## src/rtl/flitBridgePkg.sv

```systemverilog
package flitBridgePkg;
  typedef enum logic [2:0] {
    CMD_NONE   = 3'd0,
    CMD_RD_REQ = 3'd1,
    CMD_WR_HDR = 3'd2,
    CMD_WR_DAT = 3'd3,
    CMD_RD_RSP = 3'd4,
    CMD_WR_ACK = 3'd5
  } flitCmdE;

  typedef enum logic [1:0] {
    ST_IDLE,
    ST_RD,
    ST_WHDR,
    ST_WDAT
  } txStateE;

  typedef struct packed {
    logic ldRd;
    logic ldWrHdr;
    logic ldWrDat;
  } ctrlStrobeT;
endpackage

```

## src/rtl/reqFifo.sv

```systemverilog
module reqFifo #(
  parameter int W     = 32,
  parameter int DEPTH = 4
) (
  input  logic         clk,
  input  logic         rstN,
  input  logic         push,
  input  logic [W-1:0] din,
  input  logic         pop,
  output logic [W-1:0] dout,
  output logic         empty,
  output logic         full
);
  localparam int PW = (DEPTH > 1) ? $clog2(DEPTH) : 1;
  localparam int CW = $clog2(DEPTH + 1);
  localparam logic [PW-1:0] LAST = PW'(DEPTH - 1);
  localparam logic [CW-1:0] FULLCNT = CW'(DEPTH);

  logic [W-1:0]  mem [DEPTH];
  logic [PW-1:0] wrPtr, rdPtr;
  logic [CW-1:0] count;
  logic          doPush, doPop;

  assign empty  = (count == '0);
  assign full   = (count == FULLCNT);
  assign doPush = push && !full;
  assign doPop  = pop && !empty;
  assign dout   = mem[rdPtr];

  always_ff @(posedge clk) begin
    if (doPush) mem[wrPtr] <= din;
  end

  always_ff @(posedge clk) begin
    if (!rstN) begin
      wrPtr <= '0;
      rdPtr <= '0;
      count <= '0;
    end else begin
      if (doPush) wrPtr <= (wrPtr == LAST) ? '0 : wrPtr + 1'b1;
      if (doPop)  rdPtr <= (rdPtr == LAST) ? '0 : rdPtr + 1'b1;
      case ({doPush, doPop})
        2'b10:   count <= count + 1'b1;
        2'b01:   count <= count - 1'b1;
        default: count <= count;
      endcase
    end
  end
endmodule

```

## src/rtl/bridgeCtrl.sv

```systemverilog
module bridgeCtrl
  import flitBridgePkg::*;
(
  input  logic       clk,
  input  logic       rstN,
  input  logic       rdPending,
  input  logic       wrPending,
  input  logic       txReady,
  output logic       txValid,
  output ctrlStrobeT strobe
);
  txStateE state, nextState;
  logic    preferWr;
  logic    endOfPkt, slotFree, pickRd, pickWr;

  always_comb begin
    endOfPkt = ((state == ST_RD) || (state == ST_WDAT)) && txReady;
    slotFree = (state == ST_IDLE) || endOfPkt;
    pickRd   = slotFree && rdPending && (!wrPending || !preferWr);
    pickWr   = slotFree && wrPending && !pickRd;
    strobe.ldRd    = pickRd;
    strobe.ldWrHdr = pickWr;
    strobe.ldWrDat = (state == ST_WHDR) && txReady;
    if (pickRd)              nextState = ST_RD;
    else if (pickWr)         nextState = ST_WHDR;
    else if (strobe.ldWrDat) nextState = ST_WDAT;
    else if (endOfPkt)       nextState = ST_IDLE;
    else                     nextState = state;
  end

  assign txValid = (state != ST_IDLE);

  always_ff @(posedge clk) begin
    if (!rstN) begin
      state    <= ST_IDLE;
      preferWr <= 1'b0;
    end else begin
      state <= nextState;
      if (pickRd)      preferWr <= 1'b1;
      else if (pickWr) preferWr <= 1'b0;
    end
  end
endmodule

```

## src/rtl/bridgeData.sv

```systemverilog
module bridgeData
  import flitBridgePkg::*;
#(
  parameter int AW = 32,
  parameter int DW = 32,
  parameter int FW = 40
) (
  input  logic          clk,
  input  logic          rstN,
  input  ctrlStrobeT    strobe,
  input  logic [AW-1:0] rdHeadAddr,
  input  logic [AW-1:0] wrHeadAddr,
  input  logic [DW-1:0] wrHeadData,
  output logic [FW-1:0] txFlit,
  input  logic          rxValid,
  input  logic [FW-1:0] rxFlit,
  output logic          rxReady,
  output logic          rValid,
  input  logic          rReady,
  output logic [DW-1:0] rData,
  output logic          bValid,
  input  logic          bReady
);
  localparam int PLW = FW - 4;

  logic [PLW-1:0] payload;
  logic [2:0]     cmdBits;
  logic           loadAny;
  flitCmdE        rxCmd;
  logic           rxLite, isRsp, isAck, takeRsp, takeAck;

  always_comb begin
    payload = '0;
    cmdBits = CMD_NONE;
    if (strobe.ldRd) begin
      cmdBits           = CMD_RD_REQ;
      payload[AW-1:0]   = rdHeadAddr;
    end else if (strobe.ldWrHdr) begin
      cmdBits           = CMD_WR_HDR;
      payload[AW-1:0]   = wrHeadAddr;
    end else if (strobe.ldWrDat) begin
      cmdBits           = CMD_WR_DAT;
      payload[DW-1:0]   = wrHeadData;
    end
  end

  assign loadAny = strobe.ldRd || strobe.ldWrHdr || strobe.ldWrDat;

  always_ff @(posedge clk) begin
    if (!rstN) txFlit <= '0;
    else if (loadAny) txFlit <= {cmdBits, 1'b0, payload};
  end

  always_comb begin
    rxCmd  = flitCmdE'(rxFlit[FW-1 -: 3]);
    rxLite = !rxFlit[FW-4];
    isRsp  = rxLite && (rxCmd == CMD_RD_RSP);
    isAck  = rxLite && (rxCmd == CMD_WR_ACK);
    if (isRsp)      rxReady = !rValid;
    else if (isAck) rxReady = !bValid;
    else            rxReady = 1'b1;
    takeRsp = rxValid && isRsp && !rValid;
    takeAck = rxValid && isAck && !bValid;
  end

  always_ff @(posedge clk) begin
    if (!rstN) begin
      rValid <= 1'b0;
      rData  <= '0;
      bValid <= 1'b0;
    end else begin
      if (takeRsp) begin
        rValid <= 1'b1;
        rData  <= rxFlit[DW-1:0];
      end else if (rValid && rReady) begin
        rValid <= 1'b0;
      end
      if (takeAck)                bValid <= 1'b1;
      else if (bValid && bReady)  bValid <= 1'b0;
    end
  end
endmodule

```

## src/rtl/flitBridge.sv

```systemverilog
module flitBridge
  import flitBridgePkg::*;
#(
  parameter int AW    = 32,
  parameter int DW    = 32,
  parameter int FW    = 40,
  parameter int DEPTH = 4
) (
  input  logic          clk,
  input  logic          rstN,
  input  logic          rdReqValid,
  output logic          rdReqReady,
  input  logic [AW-1:0] rdReqAddr,
  input  logic          wrReqValid,
  output logic          wrReqReady,
  input  logic [AW-1:0] wrReqAddr,
  input  logic [DW-1:0] wrReqData,
  output logic          rValid,
  input  logic          rReady,
  output logic [DW-1:0] rData,
  output logic          bValid,
  input  logic          bReady,
  output logic          txValid,
  input  logic          txReady,
  output logic [FW-1:0] txFlit,
  input  logic          rxValid,
  output logic          rxReady,
  input  logic [FW-1:0] rxFlit
);
  localparam int WRW = AW + DW;

  ctrlStrobeT     strobe;
  logic [AW-1:0]  rdHeadAddr;
  logic [WRW-1:0] wrHead;
  logic           rdEmpty, rdFull, wrEmpty, wrFull;

  reqFifo #(.W(AW), .DEPTH(DEPTH)) u_rdQ (
    .clk(clk), .rstN(rstN),
    .push(rdReqValid), .din(rdReqAddr),
    .pop(strobe.ldRd), .dout(rdHeadAddr),
    .empty(rdEmpty), .full(rdFull)
  );

  reqFifo #(.W(WRW), .DEPTH(DEPTH)) u_wrQ (
    .clk(clk), .rstN(rstN),
    .push(wrReqValid), .din({wrReqAddr, wrReqData}),
    .pop(strobe.ldWrDat), .dout(wrHead),
    .empty(wrEmpty), .full(wrFull)
  );

  assign rdReqReady = !rdFull;
  assign wrReqReady = !wrFull;

  bridgeCtrl u_ctrl (
    .clk(clk), .rstN(rstN),
    .rdPending(!rdEmpty), .wrPending(!wrEmpty),
    .txReady(txReady), .txValid(txValid),
    .strobe(strobe)
  );

  bridgeData #(.AW(AW), .DW(DW), .FW(FW)) u_data (
    .clk(clk), .rstN(rstN), .strobe(strobe),
    .rdHeadAddr(rdHeadAddr),
    .wrHeadAddr(wrHead[WRW-1 -: AW]),
    .wrHeadData(wrHead[DW-1:0]),
    .txFlit(txFlit),
    .rxValid(rxValid), .rxFlit(rxFlit), .rxReady(rxReady),
    .rValid(rValid), .rReady(rReady), .rData(rData),
    .bValid(bValid), .bReady(bReady)
  );
endmodule

```

## config.mk

```make
export PLATFORM = sky130hd
export DESIGN_NAME = flitBridge
export DESIGN_NICKNAME = d
export VERILOG_FILES = /design/src/rtl/flitBridgePkg.sv /design/src/rtl/reqFifo.sv /design/src/rtl/bridgeCtrl.sv /design/src/rtl/bridgeData.sv /design/src/rtl/flitBridge.sv
export SDC_FILE = /design/constraint.sdc
export NUM_CORES = 1
export LEC_CHECK = 0
export ABC_AREA = 0
export CAP_MARGIN = 15
export CORE_UTILIZATION = 40
export CTS_CLUSTER_DIAMETER = 80
export CTS_CLUSTER_SIZE = 24
export DETAILED_ROUTE_END_ITERATION = 10
export PLACE_DENSITY = 0.67
export SLEW_MARGIN = 5
export SYNTH_ARGS = -nofsm -noshare
export SYNTH_HDL_FRONTEND = slang
export SYNTH_HIERARCHICAL = 1
export SYNTH_SLANG_ARGS = --single-unit
```

## constraint.sdc

```tcl
create_clock -name clk -period 4.5 [get_ports clk]
set_clock_uncertainty 0.15 [all_clocks]
set_input_delay 0.9 -clock clk [delete_from_list [all_inputs] [get_ports clk]]
set_output_delay 0.9 -clock clk [all_outputs]
set_load 0.005 [all_outputs]
```

==> flow_summary.yaml, run 1 <==
run_status:
  status: "completed"
critical_path:
  endpoint_kind: "output pin"
  critPathRequiredTime_ns: 3.45
  r2r_slack_ns: 1.69
  path_cells: "clkdlybuf4s50_1, mux2i_1, or4b_2, clkdlybuf4s50_1"
  max_stage_delay_ns: 0.61
  cp_slowest_cell: "or4b_2"
  worstSetupStartpointType: "input pin"
  criticalPathCategory: "input pin to output pin"
  r2r_cells: 12
  cpMostUsedCell: "clkdlybuf4s50_1"
  crit_path_max_fanout: 3
  reg2reg_from: "u_wrQ/count[1]$_SDFFE_PN0P_"
  worstPathArrival_ns: 2.64
  rr_endpoint: "u_rdQ/count[2]$_SDFFE_PN0P_"
route:
  drc: 0
  routed_wl_um: 39200
  wire_per_inst_um: 21.9
  dr.pass1.iters: 5
  avgViaCountPerCell: 5.27
  dr.first_iter.drc_count: 580
  via_count: 9450
  antenna_left: 0
synth:
  ys_top_cells_by_count: "edfxtp_1, nand2_1, mux4_2"
  synth.avg_cell_area_sq_um: 18.7
  synthArstFlopShare_pct: 0
  yosysTopAreaCell: "edfxtp_1"
  synth_edf_count: 384
  synthTopCellsByArea: "edfxtp_1, mux4_2, dfxtp_1, mux2i_1, nand2_1"
  synth_most_common_cell: "edfxtp_1"
  ys_ff_latch: 473
  syn_inst: 976
  ys_seq_area_share_pct: 72.8
  yosys_warnings: 6
  synth.top_cell.area_share_pct: 63.1
  syn-cell-area_sq_mm: 0.0183
  synth_cell_type_count: 49
  synth-main-ff-cell: "edfxtp_1"
floorplan:
  io_pins: 222
  die_y_um: 216
  core_sq_mm: 0.0446
  initial_utilization_pct: 41.0
  dieArea_sq_mm: 0.0466
  placementRows: 77
  die_x_um: 216
clock_network:
  cts_htree_levels: 1
  cts_setup_buffers: 0
  insertion_delay_ns: 0.58
  cts_tree: "done"
  ctsRootBufferMaster: "clkbuf_16"
  cts.repair.resized: 0
  ctsHoldBuffers: 0
  cts_buffer_depth: 3
  cts_sinks: 473
  clkSlewWorstSetupHoldPaths_ns: 0.09
  numCtsBuffers: 25
grt:
  gr-total-overflow: 0
  grt_pass1_vias: 9516
  grt_pass1_wl_um: 58500
  grt_start_max_net_pins: 72
  antenna_found_initial: 1
  grt_usage_pct: 16.7
cells_and_area:
  area_delta_synth_final_pct: 18.6
  regArea_sq_mm: 0.0133
  nets: 1341
  multi_input_area_sq_mm: 0.00439
  n_antenna_cell: 0
  fillCellCount: 3717
  layout-drive-gt1-share_pct: 15.7
power_and_ir_drop:
  ir_drop_uv: 299
  p_leak_nw: 6.87
  power.density_mw_per_mm2: 474
timing:
  min_period_ns: 3.69
  setup_viol: 0
  fmax_ghz: 0.271
  relSlewSlack_pct: 29.1
  layout_worst_path_cycle_share_pct: 82.0
  worst_pin_slew_ns: 1.06
  finalSetupTns_ns: 0
  rsz0062_at_grt: "no"
  finalMaxSlewViolations: 0
  hold_violations: 0
  fin_hold_ws_ns: 0.309
placement:
  gp_congestion: 0.744
  dp_hpwl_um: 25600
  io_buffers: 211
worst_hold_path:
  min_from: "u_data/rData[14]$_SDFFE_PN0P_"
  hold_path_end: "u_data/rData[14]$_SDFFE_PN0P_"
  whs_path_depth: 2
  hold_path.class: "flop to flop"
run:
  max_cap_viol_count: 0
==> power breakdown <==
part           switching [mW]  internal, mW  total [mW]
Sequential              0.243          5.14        5.39
Clock                    1.37          1.16        2.54
Combinational            1.28          1.07        2.36
Total                    2.90          7.38        10.3
==> logic make-up (layout without fill, tap and decap cells) <==
kind of cell    after synthesis  after routing  synth area share [%]
flops                       473            473                  72.8
simple gates                143            143                  3.71
mux                         133            133                  14.0
compound gates              121            121                  4.94
buf+inv                      87            307                  3.28
fa+ha+maj                    14             14                  1.04
xor+xnor                      4              4                 0.192
other cells                   1              6                0.0205
==> sequential cells by signal (all words and copies together), names as in the netlist, 2 cells and up, named ones only <==
name,flops
u_data/txFlit,34
u_rdQ/count,3
u_wrQ/wrPtr,2
u_rdQ/rdPtr,2
u_wrQ/count,3
u_rdQ/wrPtr,2
u_wrQ/rdPtr,2
u_wrQ/mem,256
u_rdQ/mem,128
u_ctrl/state,2
u_data/rData,32
==> per-stage QoR <==
stage / setup WS, ns / total power, mW / utilization, % / area (sq um) / instances
floorplan: 1.23 / 6.99 / - / 18300 / 981
global placement: 0.841 / 7.84 / 46.8 / 20900 / 1748
detailed placement: 0.806 / 7.89 / 46.8 / 20900 / 1748
CTS: 0.809 / 10.4 / 48.6 / 21700 / 1793
global route: 0.775 / 10.7 / 48.6 / 21700 / 1793
finish: 0.811 / 10.3 / 48.6 / 21700 / 1793
==> critical path, delay by kind of cell <==
family / cells / cell delay (ns)
buf+inv: 2 / 1.02
mux: 1 / 0.11
simple gates: 1 / 0.61
==> worst max-delay path by stage <==
stage / start / to / cells past startpoint
floorplan: wrReqValid / u_wrQ/mem[0][0]$_DFFE_PP_ / 3
global placement: rxFlit[37] / rxReady / 4
finish: rxFlit[37] / rxReady / 4
CTS: rxFlit[37] / rxReady / 4
global route: rxFlit[37] / rxReady / 4
detailed placement: txReady / u_wrQ/count[2]$_SDFFE_PN0P_ / 11
==> placed cells by master, fill, tap and decap left out, types with 4 or more instances in the layout <==
cell | Yosys | layout
edfxtp_1 | 384 | 384
clkdlybuf4s50_1 | 0 | 210
nand2_1 | 97 | 97
mux4_2 | 90 | 90
dfxtp_1 | 89 | 86
mux2i_1 | 37 | 37
o22ai_1 | 32 | 32
buf_4 | 8 | 29
clkbuf_16 | 0 | 26
o21ai_0 | 24 | 24
inv_1 | 20 | 19
a21oi_1 | 18 | 18
a221oi_1 | 15 | 15
o221ai_2 | 15 | 15
ha_1 | 12 | 12
clkbuf_1 | 11 | 9
nor2_1 | 9 | 9
and2_1 | 12 | 8
conb_1 | 1 | 6
mux4_1 | 6 | 6
nor2b_1 | 5 | 5
o21a_1 | 4 | 4
nand3_1 | 4 | 4
and2_2 | 0 | 4
==> area by class of cell <==
type                            count  share of cell area (%)
Tap cell                          592                    3.42
Inverter                           21                   0.364
Clock buffer                       38                    3.31
Clock inverter                      7                   0.341
Sequential cell                   473                    61.4
Timing Repair Buffer              241                    10.9
Multi-Input combinational cell    421                    20.2
==> metal layers <==
layer  track usage (%)  share of wire (%)  routed length, um  vias up
li1                  -                  -                  -     4269
met1              22.3                 42              16400     4851
met2              28.6                 50              19500      286
met3              3.37                6.8               2670       42
met4              2.84                1.6                611        2
met5                 0              0.028                 11        -
No activity file was read; power rests on OpenSTA's default activity.
==> run 2, diff against run 1 <==
==> constraint.sdc (replaced) <==
create_clock -name clk -period 3.5 [get_ports clk]
set_clock_uncertainty 0.15 [all_clocks]
set_input_delay 0.7 -clock clk [delete_from_list [all_inputs] [get_ports clk]]
set_output_delay 0.7 -clock clk [all_outputs]
set_load 0.005 [all_outputs]
==> run 2 against run 1 <==
Sequential power is 27% higher. Register-to-register slack got worse by 0.98 ns. Via count fell by 0.72%. Routed wire length up 0.15%. Sequential cell count is the same. Non-clock buffer count grew 12. Largest power group unchanged.
==> flow_summary.yaml, run 2 (same netlist as run 1, synthesis figures left out) <==
run_status:
  status: "completed"
critical_path:
  rr_endpoint: "u_rdQ/count[2]$_SDFFE_PN0P_"
  reg2reg_from: "u_wrQ/count[1]$_SDFFE_PN0P_"
  critPathRequiredTime_ns: 2.65
  endpoint_kind: "output pin"
  cpMostUsedCell: "clkdlybuf4s50_1"
  r2r_slack_ns: 0.71
  cp_top_family: "buffers and inverters"
  r2r_cells: 12
  crit_path_max_fanout: 3
  max_stage_delay_ns: 0.61
  crit_buf_inv: 2
  path_cells: "clkdlybuf4s50_1, mux2i_1, or4b_2, clkdlybuf4s50_1"
  criticalPathCategory: "input pin to output pin"
  worstPathArrival_ns: 2.43
  worstSetupStartpointType: "input pin"
  cp_slowest_cell: "or4b_2"
route:
  via_count: 9382
  dr.pass1.iters: 5
  drc: 0
  wire_per_inst_um: 21.7
  antenna_left: 0
  avgViaCountPerCell: 5.19
  dr.first_iter.drc_count: 514
  routed_wl_um: 39300
floorplan:
  placementRows: 77
  die_y_um: 216
  dieArea_sq_mm: 0.0466
  io_pins: 222
  die_x_um: 216
  initial_utilization_pct: 41.0
  core_sq_mm: 0.0446
cells_and_area:
  final_cell_mix: "edfxtp_1, clkdlybuf4s50_1, nand2_1, mux4_2, dfxtp_1"
  layout-drive-gt1-share_pct: 16.6
  top_regs: "u_wrQ/mem x256, u_rdQ/mem x128, u_data/txFlit x34"
  nets: 1353
  largest_reg_flops: 256
  largest-register: "u_wrQ/mem"
  layout_commonest_cell: "edfxtp_1"
  area_delta_synth_final_pct: 19.5
grt:
  grt_start_max_net_pins: 72
  grt_usage_pct: 16.6
  gr-total-overflow: 0
  grt_pass1_wl_um: 58200
  grt_pass1_vias: 9557
  antenna_found_initial: 3
run:
  max_cap_viol_count: 0
timing:
  layout_worst_path_cycle_share_pct: 93.7
  rsz0062_at_grt: "no"
  min_period_ns: 3.28
  setup_viol: 0
  relSlewSlack_pct: 47.4
  finalMaxSlewViolations: 0
  fin_hold_ws_ns: 0.309
  hold_violations: 0
  worst_pin_slew_ns: 0.789
  fmax_ghz: 0.305
  finalSetupTns_ns: 0
clock_network:
  cts_setup_buffers: 0
  cts_sinks: 473
  ctsHoldBuffers: 0
  ctsRootBufferMaster: "clkbuf_16"
  cts.repair.resized: 0
  clkSlewWorstSetupHoldPaths_ns: 0.09
  insertion_delay_ns: 0.56
  numCtsBuffers: 25
  cts_tree: "done"
  cts_htree_levels: 1
  cts_buffer_depth: 3
power_and_ir_drop:
  power.density_mw_per_mm2: 609
  ir_drop_uv: 412
  p_leak_nw: 6.94
worst_hold_path:
  hold_path.class: "flop to flop"
  hold_path_end: "u_data/rData[14]$_SDFFE_PN0P_"
  whs_path_depth: 2
  min_from: "u_data/rData[14]$_SDFFE_PN0P_"
placement:
  dp_hpwl_um: 26000
  io_buffers: 211
  gp_congestion: 0.764
==> run 2: per-stage QoR <==
step                cells  utilization (%)  setup WS, ns  total power, mW  instance area [sq um]
floorplan             981                -         0.430             8.99                  18300
global placement     1760             47.2         0.182             10.2                  21100
detailed placement   1760             47.2         0.137             10.3                  21100
CTS                  1805             49.0         0.219             13.5                  21800
global route         1805             49.0         0.187             13.9                  21800
finish               1807             49.0         0.221             13.3                  21800
==> run 2: metal layers <==
layer / wire [um] / up-vias / track usage, %
li1: - / 4299 / -
met1: 16400 / 4772 / 21.5
met2: 19700 / 267 / 29.0
met3: 2650 / 40 / 3.81
met4: 459 / 4 / 2.34
met5: 23 / - / 0
==> run 2: where the power goes <==
group,switching [mW],internal (mW)
clock network,1.75,1.45
logic,1.74,1.49
registers,0.265,6.61
total,3.75,9.55
==> run 2: worst max-delay path by stage <==
stage,start,endpoint,slack [ns],cells past startpoint
after floorplan,wrReqValid,u_wrQ/mem[0][0]$_DFFE_PP_,0.43,3
after global placement,txReady,u_rdQ/count[2]$_SDFFE_PN0P_,0.18,12
after detailed placement,txReady,u_rdQ/count[2]$_SDFFE_PN0P_,0.14,12
after CTS,rxFlit[37],rxReady,0.22,4
after global routing,rxFlit[37],rxReady,0.19,4
final,rxFlit[37],rxReady,0.22,4
==> run 2: cell type report <==
cell class	instances	area, sq um
timing repair buffer	253	2540
sequential	473	13300
multi-input combinational	421	4390
clock inverter	7	61.3
antenna	2	5.00
clock buffer	38	717
fill	3682	22800
inverter	21	78.8
tap	592	741
==> run 2: worst register-to-register path, stage by stage (launching register included) <==
cell and delay (ns):
dfxtp_1 0.38, nor3_1 0.20, inv_1 0.12, a21bo_2 0.25, nor2_1 0.13, o31ai_1 0.15
inv_1 0.09, ha_1 0.18, inv_1 0.06, fa_1 0.38, xor2_1 0.16, or3_1 0.30
a21boi_0 0.16
==> run 3, diff against run 2 <==
--- a/config.mk
+++ b/config.mk
@@ -5,10 +5,9 @@
 export SDC_FILE = /design/constraint.sdc
 export NUM_CORES = 1
 export LEC_CHECK = 0
-export ABC_AREA = 0
 export CAP_MARGIN = 15
 export CORE_UTILIZATION = 40
-export CTS_CLUSTER_DIAMETER = 80
+export CTS_CLUSTER_DIAMETER = 60
 export CTS_CLUSTER_SIZE = 24
 export DETAILED_ROUTE_END_ITERATION = 10
 export PLACE_DENSITY = 0.67
==> run 3 against run 2 <==
Non-clock buffer count stayed put. Core utilization increased by 0.58 points. Sequential share of layout area shrank 0.71 points. Combinational power about the same. Worst setup slack got worse by 0.013 ns. Critical path type unchanged. Hold slack got worse by 0.0024 ns. Sequential cell count is the same. Count of clock-buffer cells in the layout decreased by 7. Critical path depth unchanged. Global-route usage about the same.
==> flow_summary.yaml, run 3 (same netlist as run 1, synthesis figures left out) <==
run_status:
  status: "completed"
power_and_ir_drop:
  p_leak_nw: 7.06
  internal_power_mw: 9.84
  power.density_mw_per_mm2: 628
  switching_share_pct: 29.1
  pwr-share-clk_pct: 27.3
  ir_drop_uv: 433
  power_frac_comb_pct: 23.2
  p_seq_share_pct: 49.5
  power.switching_mw: 4.04
clock_network:
  ctsHoldBuffers: 0
  cts_tree: "done"
  insertion_delay_ns: 0.61
  cts_htree_levels: 1
  ctsRootBufferMaster: "clkbuf_16"
  cts.repair.resized: 0
  cts_buffer_depth: 3
  numCtsBuffers: 31
  cts_sinks: 473
  clkSlewWorstSetupHoldPaths_ns: 0.07
  cts_setup_buffers: 0
route:
  avgViaCountPerCell: 5.22
  wire_per_inst_um: 21.6
  routed_wl_um: 39300
  dr.pass1.iters: 5
  drc: 0
  via_count: 9491
  antenna_left: 0
  dr.first_iter.drc_count: 537
critical_path:
  crit_buf_inv: 2
  crit_path_max_fanout: 3
  cpMostUsedCell: "clkdlybuf4s50_1"
  criticalPathCategory: "input pin to output pin"
  path_cells: "clkdlybuf4s50_1, mux2i_1, or4b_2, clkdlybuf4s50_1"
  cp_top_family: "buffers and inverters"
  worstPathArrival_ns: 2.44
  reg2reg_from: "u_wrQ/count[1]$_SDFFE_PN0P_"
  critPathLaunch: "rxFlit[37]"
  critPathRequiredTime_ns: 2.65
  worstSetupStartpointType: "input pin"
  endpoint_kind: "output pin"
  cp_slowest_cell: "or4b_2"
  max_stage_delay_ns: 0.61
cells_and_area:
  final_cell_mix: "edfxtp_1, clkdlybuf4s50_1, nand2_1, mux4_2, dfxtp_1"
  top_regs: "u_wrQ/mem x256, u_rdQ/mem x128, u_data/txFlit x34"
  layout_commonest_cell: "edfxtp_1"
  postLayoutCellArea_sq_mm: 0.0221
  layout-drive-gt1-share_pct: 18.0
  area_delta_synth_final_pct: 21.0
  largest-register: "u_wrQ/mem"
  nets: 1359
  largest_reg_flops: 256
placement:
  placed_cell_area_sq_mm: 0.0211
  gp_congestion: 0.764
  dp_hpwl_um: 26000
  io_buffers: 211
timing:
  finalSetupTns_ns: 0
  finalMaxSlewViolations: 0
  worst_pin_slew_ns: 0.782
  fin_hold_ws_ns: 0.306
  hold_violations: 0
  fmax_ghz: 0.304
  layout_worst_path_cycle_share_pct: 94.0
  min_period_ns: 3.29
  rsz0062_at_grt: "no"
  setup_viol: 0
  relSlewSlack_pct: 47.9
worst_hold_path:
  hold_path.class: "flop to flop"
  min_from: "u_data/rData[14]$_SDFFE_PN0P_"
grt:
  grt_start_max_net_pins: 72
  grt_pass1_vias: 9674
  antenna_found_initial: 4
  gr-total-overflow: 0
  grt_pass1_wl_um: 58400
  grt_usage_pct: 16.7
floorplan:
  die_x_um: 216
  core_sq_mm: 0.0446
  die_y_um: 216
  io_pins: 222
  dieArea_sq_mm: 0.0466
  initial_utilization_pct: 41.0
  placementRows: 77
run:
  max_cap_viol_count: 0
## run 3: worst paths after layout
path	end	slack, ns	depth (start not counted)
setup / recovery	rxReady	0.21	4
hold / removal	u_data/rData[14]$_SDFFE_PN0P_	0.31	2
setup reg to reg	u_rdQ/count[2]$_SDFFE_PN0P_	0.70	12
hold reg to reg	u_data/rData[14]$_SDFFE_PN0P_	0.31	2
## run 3: final cells by class
cell class / instances / area [sq um]
antenna: 2 / 5.00
clock buffer: 31 / 776
clock inverter: 25 / 262
fill: 3662 / 22500
inverter: 21 / 78.8
multi-input combinational: 421 / 4390
sequential: 473 / 13300
tap: 592 / 741
timing repair buffer: 253 / 2540
## run 3: worst min-delay path: stages, from the launching register on
cell     delay (ns)
dfxtp_1        0.31
nand2_1        0.05
mux2i_1        0.05
## run 3: metrics by stage
stage / power [mW] / cells / worst slack [ns] / util [%]
5_1_grt: 14.5 / 1816 / 0.168 / 49.5
3_5_place_dp: 10.3 / 1760 / 0.137 / 47.2
4_1_cts: 14.1 / 1816 / 0.206 / 49.5
3_3_place_gp: 10.2 / 1760 / 0.182 / 47.2
2_1_floorplan: 8.99 / 981 / 0.430 / -
6_report: 13.9 / 1818 / 0.209 / 49.6
## run 3: metal layers
layer / part of all wire [%] / routed length [um] / track usage (%) / vias up
li1: - / - / - / 4334
met1: 42 / 16600 / 21.5 / 4825
met2: 50 / 19700 / 29.1 / 273
met3: 6.0 / 2350 / 3.61 / 55
met4: 1.7 / 648 / 2.93 / 4
met5: 0.071 / 28 / 0 / -
## run 3: power by group through the flow
stage                     Clock [mW]  Combinational [mW]  Sequential (mW)
after detailed placement           0                3.30             7.00
after CTS                       3.89                3.32             6.88
after global routing            4.06                3.48             6.93
after global placement             0                3.25             6.98
after floorplan                    0                2.07             6.92
final                           3.78                3.22             6.87
